===== src/rtl/rx_payload_out_pkg.sv =====
`timescale 1ns/1ps
package rx_payload_out_pkg;

  // Strobes sent from the control section to the datapath.
  typedef struct packed {
    logic serLoad;     // accepted bit in serial mode
    logic nibShift;    // accepted bit in nibble mode
    logic nibFirst;    // accepted bit is the first of a nibble
    logic nibLoad;     // accepted bit completes a nibble
    logic nibClkFall;  // nibble clock high phase is over
  } ctrlStrobe_t;

endpackage


===== src/rtl/rx_payload_ctrl.sv =====
`timescale 1ns/1ps
module rx_payload_ctrl
  import rx_payload_out_pkg::*;
#(
  parameter int NIB_W      = 4,
  parameter int NIB_CLK_HI = 4
) (
  input  logic        clk,
  input  logic        rstN,
  input  logic        cfgNibble,
  input  logic        inValid,
  input  logic        inSof,
  output ctrlStrobe_t strobe
);

  localparam int POS_W = (NIB_W > 1) ? $clog2(NIB_W) : 1;
  localparam int CNT_W = $clog2(NIB_CLK_HI + 1);
  localparam logic [POS_W-1:0] LAST_POS = POS_W'(NIB_W - 1);
  localparam logic [CNT_W-1:0] HI_END   = CNT_W'(NIB_CLK_HI);

  logic             locked;
  logic             accept;
  logic [POS_W-1:0] pos;
  logic [POS_W-1:0] effPos;
  logic [CNT_W-1:0] hiCnt;

  // A frame start always opens a new nibble.
  always_comb begin
    accept            = inValid && (locked || inSof);
    effPos            = inSof ? '0 : pos;
    strobe.serLoad    = accept && !cfgNibble;
    strobe.nibShift   = accept && cfgNibble;
    strobe.nibFirst   = (effPos == '0);
    strobe.nibLoad    = accept && cfgNibble && (effPos == LAST_POS);
    strobe.nibClkFall = (hiCnt == HI_END);
  end

  always_ff @(posedge clk or negedge rstN) begin
    if (!rstN) begin
      locked <= 1'b0;
      pos    <= '0;
      hiCnt  <= '0;
    end else begin
      if (inValid && inSof) locked <= 1'b1;
      if (accept) pos <= (effPos == LAST_POS) ? '0 : effPos + 1'b1;
      if (strobe.nibLoad)       hiCnt <= CNT_W'(1);
      else if (hiCnt == HI_END) hiCnt <= '0;
      else if (hiCnt != '0)     hiCnt <= hiCnt + 1'b1;
    end
  end

endmodule


===== src/rtl/rx_payload_dp.sv =====
`timescale 1ns/1ps
module rx_payload_dp
  import rx_payload_out_pkg::*;
#(
  parameter int NIB_W = 4
) (
  input  logic             clk,
  input  logic             rstN,
  input  logic             cfgE3,
  input  logic             cfgNibble,
  input  logic             cfgGapped,
  input  logic             inBit,
  input  logic             inOh,
  input  logic             inSof,
  input  ctrlStrobe_t      strobe,
  output logic             serData,
  output logic [NIB_W-1:0] nibData,
  output logic             frameInd,
  output logic             ohPin,
  output logic             dataClk
);

  localparam int SH_W = NIB_W - 1;

  logic [SH_W-1:0] shReg;
  logic            ohAcc;
  logic            sofAcc;
  logic            nibOhAll;
  logic            nibSof;

  always_comb begin
    nibOhAll = strobe.nibFirst ? inOh : (ohAcc || inOh);
    nibSof   = strobe.nibFirst ? inSof : sofAcc;
  end

  always_ff @(posedge clk or negedge rstN) begin
    if (!rstN) begin
      serData  <= 1'b0;
      nibData  <= '0;
      frameInd <= 1'b0;
      ohPin    <= 1'b0;
      dataClk  <= 1'b0;
      shReg    <= '0;
      ohAcc    <= 1'b0;
      sofAcc   <= 1'b0;
    end else begin
      // serial path: data and flags for a full bit period, clocks for half
      if (strobe.serLoad) begin
        serData  <= inBit;
        frameInd <= inSof;
        ohPin    <= cfgGapped ? !inOh : inOh;
        dataClk  <= 1'b1;
      end else if (!cfgNibble) begin
        dataClk <= 1'b0;
        if (cfgGapped) ohPin <= 1'b0;
      end
      // nibble path: older bits migrate toward the MSB
      if (strobe.nibShift) begin
        shReg  <= {shReg[SH_W-2:0], inBit};
        ohAcc  <= nibOhAll;
        sofAcc <= nibSof;
      end
      if (strobe.nibLoad) begin
        nibData  <= {shReg, inBit};
        frameInd <= nibSof;
        ohPin    <= cfgE3 && nibOhAll;
        dataClk  <= 1'b1;
      end else if (strobe.nibClkFall) begin
        dataClk <= 1'b0;
      end
    end
  end

endmodule


===== src/rtl/rx_payload_out.sv =====
`timescale 1ns/1ps
module rx_payload_out
  import rx_payload_out_pkg::*;
#(
  parameter int NIB_W      = 4,
  parameter int NIB_CLK_HI = 4
) (
  input  logic             clk,
  input  logic             rstN,
  input  logic             cfgE3,
  input  logic             cfgNibble,
  input  logic             cfgGapped,
  input  logic             inValid,
  input  logic             inBit,
  input  logic             inOh,
  input  logic             inSof,
  output logic             serData,
  output logic [NIB_W-1:0] nibData,
  output logic             frameInd,
  output logic             ohPin,
  output logic             dataClk
);

  ctrlStrobe_t strobe;

  rx_payload_ctrl #(.NIB_W(NIB_W), .NIB_CLK_HI(NIB_CLK_HI)) ctrl_i (
    .clk      (clk),
    .rstN     (rstN),
    .cfgNibble(cfgNibble),
    .inValid  (inValid),
    .inSof    (inSof),
    .strobe   (strobe)
  );

  rx_payload_dp #(.NIB_W(NIB_W)) dp_i (
    .clk      (clk),
    .rstN     (rstN),
    .cfgE3    (cfgE3),
    .cfgNibble(cfgNibble),
    .cfgGapped(cfgGapped),
    .inBit    (inBit),
    .inOh     (inOh),
    .inSof    (inSof),
    .strobe   (strobe),
    .serData  (serData),
    .nibData  (nibData),
    .frameInd (frameInd),
    .ohPin    (ohPin),
    .dataClk  (dataClk)
  );

endmodule


===== config.mk =====
export PLATFORM = sky130hd
export DESIGN_NAME = rx_payload_out
export DESIGN_NICKNAME = d
export VERILOG_FILES = /design/src/rtl/rx_payload_out_pkg.sv /design/src/rtl/rx_payload_ctrl.sv /design/src/rtl/rx_payload_dp.sv /design/src/rtl/rx_payload_out.sv
export SDC_FILE = /design/constraint.sdc
export NUM_CORES = 1
export LEC_CHECK = 0
export ABC_AREA = 1
export BUFFER_PORTS_ARGS = -buffer_cell sky130_fd_sc_hd__buf_2
export CAP_MARGIN = 20
export CORE_MARGIN = 2
export CORE_UTILIZATION = 53
export CTS_CLUSTER_DIAMETER = 60
export CTS_CLUSTER_SIZE = 16
export DETAILED_ROUTE_END_ITERATION = 16
export PLACE_DENSITY = 0.76
export SYNTH_ARGS = -nofsm -noshare
export SYNTH_HDL_FRONTEND = slang
export SYNTH_HIERARCHICAL = 1
export SYNTH_SLANG_ARGS = --single-unit

===== constraint.sdc =====
create_clock -name clk -period 1.6 [get_ports clk]
set_clock_uncertainty 0.05 [all_clocks]
set_input_delay 0.24 -clock clk [delete_from_list [all_inputs] [get_ports clk]]
set_output_delay 0.24 -clock clk [all_outputs]
set_load 0.02 [all_outputs]

==> metrics.txt, run 1 <==
fmax=674 MHz; DIE AREA=between 0.002 and 0.0025 mm^2; cts repair resizes=0; Post-DRT Antenna Nets=0; clk_lat worst skew=roughly 0.3 ns; CP Data Arrival Time=1.67 ns; WP data required=1.79 ns; critical path class=flop to flop; Final Max Tran Viols=0; Design Area, Final=0.00110 mm^2; CP Max Fanout=7; PD cells=1300 mW/mm^2; # DRC=0; post-CTS setup buffers=0; top_reg_cell synth=dfrtp_1; endpoint class of the critical path=flop; fin crit share=92.8%; sequential cell area fraction in the yosys report=49.7%; Placed Area=0.00106 mm^2; drt pass-1 iters=4; status=finished, final reports clean; CTS clk-pin slew, worst paths=between 0.1 and 0.15 ns; slew margin rel.=72.3%; Worst-Margin Slew=roughly 0.42 ns; cts bufs inserted=3; top-count cell post-synth=nand2_1; Final min period=1.48 ns; Core Area=0.00171 mm^2; Critical R2R Launch=ctrl_i/pos[1]$_DFFE_PN0N_; RR Endpoint=dp_i/frameInd$_DFFE_PN0P_; Syn-to-layout area delta=15.2%; Hold Slack=about 0.14 ns; Async SR Flop Fraction=100%; vias=about 780; Die Wd=~46 um; CP Capture Point=dp_i/frameInd$_DFFE_PN0P_; final antenna diode count=0; reg-to-reg slack, setup=0.12 ns; initial antenna violation count=0; Hold Fails Final Rpt=0; DP Wirelength=1.47 mm; Worst VDD drop=0.856 mV; CTS tree=done; RSZ-0062 raised after global routing=false; All-Layer GR Usage=~22%; routed len/inst=11.5 um; post-synth top area share=between 40 and 50%; cts hold-fix bufs=1; Syn Nets=131; CTS root buffer=clkbuf_4; Post-synth EDFFs=0; Mapped Area=roughly 960 um^2; worst setup path startpoint=ctrl_i/pos[1]$_DFFE_PN0N_; vias in the first global route=823; IO buf count=16; max-cap violations=0; R2R cell count=8; H-tree Lvls=1; Min-Delay Path Class=input port to flop; Gate Count Post-Synth=about 120; Power Total=1.43 mW; vias per inst=4.78; Synth area leader=dfrtp_1; Synth cell types=18; global-route wire length before repair=between 3 and 4 mm; chip height=46.5 um; final setup fails=0; Sink Count=19; FF+latch count, synth=19; LEAKAGE=0.658 nW; synth top area cells=dfrtp_1 (50%), nand2_1 (16%), inv_1 (8.6%), ha_1 (5.2%), nor2_1 (3.5%); top cells by count, synth=nand2_1 (41), inv_1 (22), dfrtp_1 (19); largest net degree at the start of global routing=20; placement row count=15; proportion of layout cells with a drive suffix above 1=20.9%; Setup Total Neg Slack=0 ns; synthesized area per cell=8.10 um^2; yosys warns=6; Initial Util=56.0%; grt total ovfl=0; Iter 0 DRT Violations=29; Layout Nets=153; Max clock buf depth=2; Routed WL=1.89 mm; Placer Congestion=0.829; critical path launch point type=flop; io pins=17
==> worst min-delay path by stage <==
stage                     startpoint                          end  slack (ns)  cells after the start
after detailed placement        rstN  dp_i/nibData[3]$_DFFE_PN0P_        0.15                      1
after floorplan                 rstN  ctrl_i/hiCnt[0]$_DFFE_PN0P_       -0.11                      0
final                          inBit  dp_i/nibData[0]$_DFFE_PN0P_        0.14                      3
after CTS                      inBit  dp_i/nibData[0]$_DFFE_PN0P_        0.13                      3
after global placement          rstN  ctrl_i/hiCnt[1]$_DFFE_PN0P_        0.15                      1
after global routing           inBit  dp_i/nibData[0]$_DFFE_PN0P_        0.13                      3
==> logic make-up after synthesis <==
group                      share of synthesized area [%]
DFF                                                 49.7
AOI/OAI and AO/OA                                   6.28
and+or+nand+nor                                     26.6
buffers and inverters                               10.6
muxes                                               1.57
adders and majority gates                           5.24
==> registers in the layout, summed over array words and instances (netlist names) <==
| signal | flops |
|---|---|
| ctrl_i/hiCnt | 3 |
| ctrl_i/locked | 1 |
| ctrl_i/pos | 2 |
| dp_i/dataClk | 1 |
| dp_i/frameInd | 1 |
| dp_i/nibData | 4 |
| dp_i/ohAcc | 1 |
| dp_i/ohPin | 1 |
| dp_i/serData | 1 |
| dp_i/shReg | 3 |
| dp_i/sofAcc | 1 |
==> cell type report <==
cell class	instances	area (um^2)
flip-flops and latches	19	475
inverters	24	90.1
well taps	25	31.3
fillers	154	607
clock buffers	3	22.5
multi-input cells	74	379
repair buffers	18	97.6
clock inverters	1	5.00
==> placed cells by master (no fill, tap or decap) <==
| master | instances |
|---|---|
| buf_4 | 1 |
| nand3_4 | 1 |
| clkbuf_4 | 3 |
| a22oi_2 | 1 |
| nand2_4 | 1 |
| o21ai_1 | 4 |
| buf_2 | 16 |
| o21ai_0 | 2 |
| inv_2 | 2 |
| a31oi_1 | 2 |
| dfrtp_1 | 19 |
| ha_1 | 4 |
| a21oi_1 | 1 |
| nor2_2 | 1 |
| nand3_1 | 5 |
| nand2_2 | 1 |
| nand2_1 | 41 |
| mux2_4 | 1 |
| nor2_1 | 9 |
| dlygate4sd3_1 | 1 |
| clkinv_2 | 1 |
| inv_1 | 22 |
==> power breakdown <==
part | internal, mW | leakage [nW] | switching [mW]
clock | 0.0932 | 0.0177 | 0.147
sequential | 0.601 | 0.230 | 0.0730
combinational | 0.194 | 0.411 | 0.324
total | 0.888 | 0.658 | 0.544
==> per-stage QoR <==
| stage | utilization, % | std cells | worst slack [ns] |
|---|---|---|---|
| after global routing | 64.5 | 164 | 0.00191 |
| after CTS | 64.5 | 164 | 0.130 |
| after detailed placement | 62.3 | 159 | 0.119 |
| after floorplan | - | 118 | 0.314 |
| final | 64.5 | 164 | 0.116 |
| after global placement | 62.3 | 159 | 0.185 |
==> worst max-delay path, cell delays in order (launching register included) <==
cell,delay [ns]
dfrtp_1,0.40
nand2_1,0.09
inv_1,0.05
ha_1,0.20
nand3_4,0.09
inv_1,0.13
nor2_2,0.22
nand2_1,0.10
nand3_1,0.10
==> layer usage <==
metal	part of all wire, %	global-route usage, %	wire length [um]	vias up
li1	-	-	-	396
met1	41	24.7	777	356
met2	52	37.8	977	26
met3	5.2	4.71	98	6
met4	2.2	13.1	41	0
met5	0	0	0	-
Note: power is estimated with default switching activity, not from simulation.
==> run 2: changes to the inputs <==
- RECOVER_POWER: default -> 50
==> metrics.txt, run 2 (synthesized netlist as in run 1, its figures left out) <==
fin crit share=92.9% (+0.12 points); Net Sw Frac=38.1% (+0.047 points); drt pass-1 iters=5 (+1); clock group share of total power=16.7% (about the same); PD cells=1300 mW/mm^2 (+0.12%); critical path class=flop to flop; Post-DRT Antenna Nets=0 (unchanged); proportion of layout cells with a drive suffix above 1=19.4% (-1.4 points); Initial Util=56.0% (unchanged); Layout Nets=153 (unchanged); grt total ovfl=0 (unchanged); IO buf count=16 (unchanged); Final Max Tran Viols=0 (unchanged); Placer Congestion=0.829 (unchanged); # DRC=0 (unchanged); CTS clk-pin slew, worst paths=0.11 ns (about the same); largest net degree at the start of global routing=20 (unchanged); Seq pwr share=47.2% (about the same); Sw Pwr=0.545 mW (about the same); io pins=17 (unchanged); met3 wire len=107 um (+9.2%); Hold Slack=0.136 ns (-0.000563 ns); max reg flops=4 (unchanged); WP data required=1.79 ns (about the same); Sink Count=19 (unchanged); final antenna diode count=0 (unchanged); critical path launch point type=flop; Top reg by flops=dp_i/nibData; Syn-to-layout area delta=14.9%; FF/Latch Area=475 um^2 (unchanged); DIE AREA=0.00216 mm^2 (unchanged); Min-Delay Path Class=input port to flop; clk_lat worst skew=0.30 ns (about the same); chip height=46.5 um (unchanged); slew margin rel.=33.2% (-39 points); vias in the first global route=823 (unchanged); initial antenna violation count=0 (unchanged); RSZ-0062 raised after global routing=false; LEAKAGE=0.652 nW (-0.94%); Core Area=0.00171 mm^2 (unchanged); CP Max Fanout=7 (unchanged); met2 WL=966 um (-1.1%); internal power=0.886 mW (-0.18%); fillers=153 (-0.65%); cts bufs inserted=3 (unchanged); Setup Total Neg Slack=0 ns (unchanged); max-cap violations=0 (unchanged); CP Data Arrival Time=1.67 ns (about the same); global-route wire length before repair=3.26 mm (unchanged); vias=796 (+1.5%); Placed Area=0.00106 mm^2 (unchanged); All-Layer GR Usage=22.0% (unchanged); Met1 Wirelength=779 um (+0.26%); Routed WL=1.89 mm (unchanged); Iter 0 DRT Violations=29 (unchanged); CTS tree=done; vias per inst=4.85 (+1.5%); Worst VDD drop=0.851 mV (-0.54%); DP Cell Count=159 (unchanged); Design Area, Final=0.00110 mm^2 (-0.23%); placement row count=15 (unchanged); fmax=673 MHz (-0.13%); endpoint class of the critical path=flop; Max clock buf depth=2 (unchanged); Hold Fails Final Rpt=0 (unchanged); post-CTS setup buffers=0 (unchanged); Logic pwr share=36.1% (about the same); multi-input logic area=379 um^2 (unchanged); final setup fails=0 (unchanged); Worst-Margin Slew=1.00 ns (+0.586 ns); commonest non-fill, non-tap cell in the layout=nand2_1; most frequent cells in the layout=nand2_1 (41), inv_1 (22), dfrtp_1 (19); DP Wirelength=1.47 mm (unchanged); status=finished, final reports clean; Final min period=1.49 ns (+0.00187 ns); max layer used=met4; top flop regs=dp_i/nibData x4, ctrl_i/hiCnt x3, dp_i/shReg x3; routed len/inst=11.5 um (unchanged); H-tree Lvls=1 (unchanged); Die Wd=46.5 um (unchanged); CTS root buffer=clkbuf_4; final cell count without fillers=164 (unchanged)
==> run 2: cell count changes in the layout (fill, tap and decap cells not counted), sizes merged <==
cell | previous run | this run
clkbuf | 3 | 5
buf | 17 | 15
==> run 2: repair_timing <==
item / CTS / global route
hold endpoints to repair: 19 / 0
hold buffers: 1 / 0
resized for setup: 0 / 0
==> run 2: layout make-up <==
class                      instances  area share, %
multi-input combinational         74           34.5
timing repair buffer              18           8.66
tap                               25           2.85
clock buffer                       3           2.05
inverter                          24           8.20
sequential                        19           43.3
clock inverter                     1          0.456
==> run 2: path summary, 6_finish.rpt <==
| kind | from | to | slack, ns | cells after the start |
|---|---|---|---|---|
| hold / removal | inBit | dp_i/nibData[0]$_DFFE_PN0P_ | 0.14 | 3 |
| hold reg to reg | dp_i/serData$_DFFE_PN0P_ | dp_i/serData$_DFFE_PN0P_ | 0.43 | 2 |
| setup / recovery | ctrl_i/pos[1]$_DFFE_PN0N_ | dp_i/frameInd$_DFFE_PN0P_ | 0.11 | 8 |
| setup reg to reg | ctrl_i/pos[1]$_DFFE_PN0N_ | dp_i/frameInd$_DFFE_PN0P_ | 0.11 | 8 |
| min in group asynchronous | rstN | dp_i/sofAcc$_DFFE_PN0P_ | 0.57 | 2 |
| max in group asynchronous | rstN | ctrl_i/pos[0]$_DFFE_PN0N_ | 0.33 | 2 |
==> run 2: critical path: stages, from the launching register on <==
cell	delay (ns)
dfrtp_1	0.39
nand2_1	0.09
inv_1	0.05
ha_1	0.20
nand3_4	0.09
inv_1	0.13
nor2_2	0.22
nand2_1	0.10
nand3_1	0.10
==> run 2: per-layer routing <==
layer | vias to the layer above | GRT usage [%]
li1 | 396 | -
met1 | 369 | 24.7
met2 | 25 | 37.8
met3 | 6 | 4.71
met4 | 0 | 13.1
met5 | - | 0
==> run 2: stage by stage <==
step	worst slack [ns]	total power, mW	util [%]
final	0.114	1.43	64.3
after global routing	0.00467	1.56	64.3
after CTS	0.130	1.46	64.5
after detailed placement	0.119	1.21	62.3
after global placement	0.185	1.16	62.3
after floorplan	0.314	1.04	-
==> run 2: power by group through the flow <==
stage	sequential, mW	clock (mW)	combinational (mW)
after floorplan	0.735	0	0.301
after global placement	0.674	0	0.482
after detailed placement	0.684	0	0.523
after CTS	0.675	0.257	0.526
after global routing	0.692	0.273	0.593
final	0.675	0.239	0.517
==> run 3: changes to the inputs <==
- BUFFER_PORTS_ARGS: -buffer_cell sky130_fd_sc_hd__buf_2 -> default
- CORE_UTILIZATION: 53 -> 55
- DONT_BUFFER_PORTS: default -> 1
- PLACE_DENSITY: 0.76 -> 0.7
- SKIP_CTS_REPAIR_TIMING: default -> 1
==> metrics.txt, run 3 (synthesized netlist as in run 1, its figures left out) <==
IO buf count=0 (-16); most frequent cells in the layout=nand2_1 (41), inv_1 (22), dfrtp_1 (19); Worst VDD drop=0.673 mV (-21%); final antenna diode count=0 (unchanged); Logic pwr share=27.2% (-8.9 points); Core Area=0.00167 mm^2 (-2.2%); DP Wirelength=1.23 mm (-17%); Iter 0 DRT Violations=10 (-66%); commonest non-fill, non-tap cell in the layout=nand2_1; max reg flops=4 (unchanged); io pins=17 (unchanged); vias per inst=4.92 (+1.3%); endpoint class of the critical path=flop; CP Data Arrival Time=1.59 ns (-0.08 ns); drt pass-1 iters=4 (-1); PD cells=1310 mW/mm^2 (+0.80%); Max clock buf depth=2 (unchanged); Hold Fails Final Rpt=0 (unchanged); top flop regs=dp_i/nibData x4, ctrl_i/hiCnt x3, dp_i/shReg x3; clock group share of total power=17.7% (+1.0 points); chip height=45.7 um (-1.7%); # DRC=0 (unchanged); Worst-Margin Slew=0.858 ns (-0.144 ns); CTS tree=done; placement row count=15 (unchanged); Min-Delay Path Class=input port to flop; Placer Congestion=0.786 (-5.1%); CTS root buffer=clkbuf_4; fmax=691 MHz (+2.8%); DIE AREA=0.00209 mm^2 (-3.3%); Routed WL=1.62 mm (-15%); Final Max Tran Viols=0 (unchanged); internal power=0.846 mW (-4.6%); vias in the first global route=664 (-19%); largest net degree at the start of global routing=20 (unchanged); grt total ovfl=0 (unchanged); Sink Count=19 (unchanged); final setup fails=0 (unchanged); CP Max Fanout=7 (unchanged); fin crit share=90.4% (-2.5 points); All-Layer GR Usage=18.4% (-3.6 points); slew margin rel.=42.6% (+9.4 points); H-tree Lvls=1 (unchanged); cts bufs inserted=3 (unchanged); initial antenna violation count=0 (unchanged); Top reg by flops=dp_i/nibData; routed len/inst=11.4 um (-1.3%); Seq pwr share=55.2% (+8.0 points); RSZ-0062 raised after global routing=false; clk_lat worst skew=0.29 ns (about the same); status=finished, final reports clean; Setup Total Neg Slack=0 ns (unchanged); Initial Util=57.2% (+1.3 points); WP data required=1.74 ns (-0.05 ns); Hold Slack=0.0224 ns (-0.113 ns); vias=698 (-12%); Post-DRT Antenna Nets=0 (unchanged); proportion of layout cells with a drive suffix above 1=11.2% (-8.2 points); fillers=150 (-2.0%); Final min period=1.45 ns (-0.0399 ns); critical path launch point type=flop; critical path class=flop to flop; Net Sw Frac=37.4% (-0.70 points); max-cap violations=0 (unchanged); LEAKAGE=0.598 nW (-8.2%); Syn-to-layout area delta=7.59%; Sw Pwr=0.504 mW (-7.4%); Die Wd=45.7 um (-1.7%); global-route wire length before repair=2.70 mm (-17%); Layout Nets=139 (-9.2%); CTS clk-pin slew, worst paths=0.11 ns (about the same)
-- run 3: cell types whose count changed in the layout (fill, tap and decap cells not counted) --
cell / delta
dlygate4sd3_1: +1
o21ai_0: +1
buf_2: -14
buf_4: +1
o21ai_1: -1
clkbuf_1: -2
-- run 3: worst paths after layout --
path                                            from                     endpoint  slack, ns  cells after the start
min in group asynchronous                       rstN  dp_i/nibData[2]$_DFFE_PN0P_       0.44                      1
setup reg to reg           ctrl_i/pos[0]$_DFFE_PN0N_       dp_i/ohPin$_DFFE_PN0P_       0.15                      8
hold reg to reg            ctrl_i/locked$_DFFE_PN0P_    ctrl_i/locked$_DFFE_PN0P_       0.43                      2
setup / recovery           ctrl_i/pos[0]$_DFFE_PN0N_       dp_i/ohPin$_DFFE_PN0P_       0.15                      8
hold / removal                                 inSof    dp_i/frameInd$_DFFE_PN0P_       0.02                      2
max in group asynchronous                       rstN  ctrl_i/hiCnt[1]$_DFFE_PN0P_       0.53                      1
-- run 3: power groups by stage --
stage / Combinational (mW) / Sequential [mW] / Clock (mW)
2_1_floorplan: 0.301 / 0.735 / 0
3_3_place_gp: 0.343 / 0.751 / 0
3_5_place_dp: 0.356 / 0.757 / 0
4_1_cts: 0.361 / 0.746 / 0.255
5_1_grt: 0.440 / 0.762 / 0.274
6_report: 0.367 / 0.745 / 0.239
-- run 3: worst max-delay path, cell delays in order (launching register included) --
cell	delay, ns
dfrtp_1	0.34
inv_1	0.04
nor2_1	0.14
ha_1	0.22
nand3_4	0.09
inv_1	0.21
nor2_2	0.10
nand3_1	0.09
nand3_1	0.08
-- run 3: area by class of cell --
type / count / area, um^2 / area share (%)
repair buffers: 4 / 35.0 / 3.41
clock buffers: 3 / 22.5 / 2.19
well taps: 17 / 21.3 / 2.07
multi-input cells: 74 / 379 / 36.9
clock inverters: 1 / 5.00 / 0.487
flip-flops and latches: 19 / 475 / 46.2
inverters: 24 / 90.1 / 8.76
-- run 3: metal layers --
layer  vias to the layer above  track usage (%)  wire (um)
met3                         2             4.37         60
met5                         -                0          0
met2                        15             30.1        834
met1                       314             22.1        708
li1                        367                -          -
met4                         0             10.3         15
-- run 3: stage by stage --
stage	std cells	instance area, um^2	util (%)	worst slack, ns	power, mW
2_1_floorplan	118	956	-	0.314	1.04
3_3_place_gp	136	981	58.7	0.247	1.09
3_5_place_dp	136	981	58.7	0.158	1.11
4_1_cts	140	1010	60.4	0.140	1.36
5_1_grt	142	1030	61.6	0.0128	1.48
6_report	142	1030	61.6	0.154	1.35
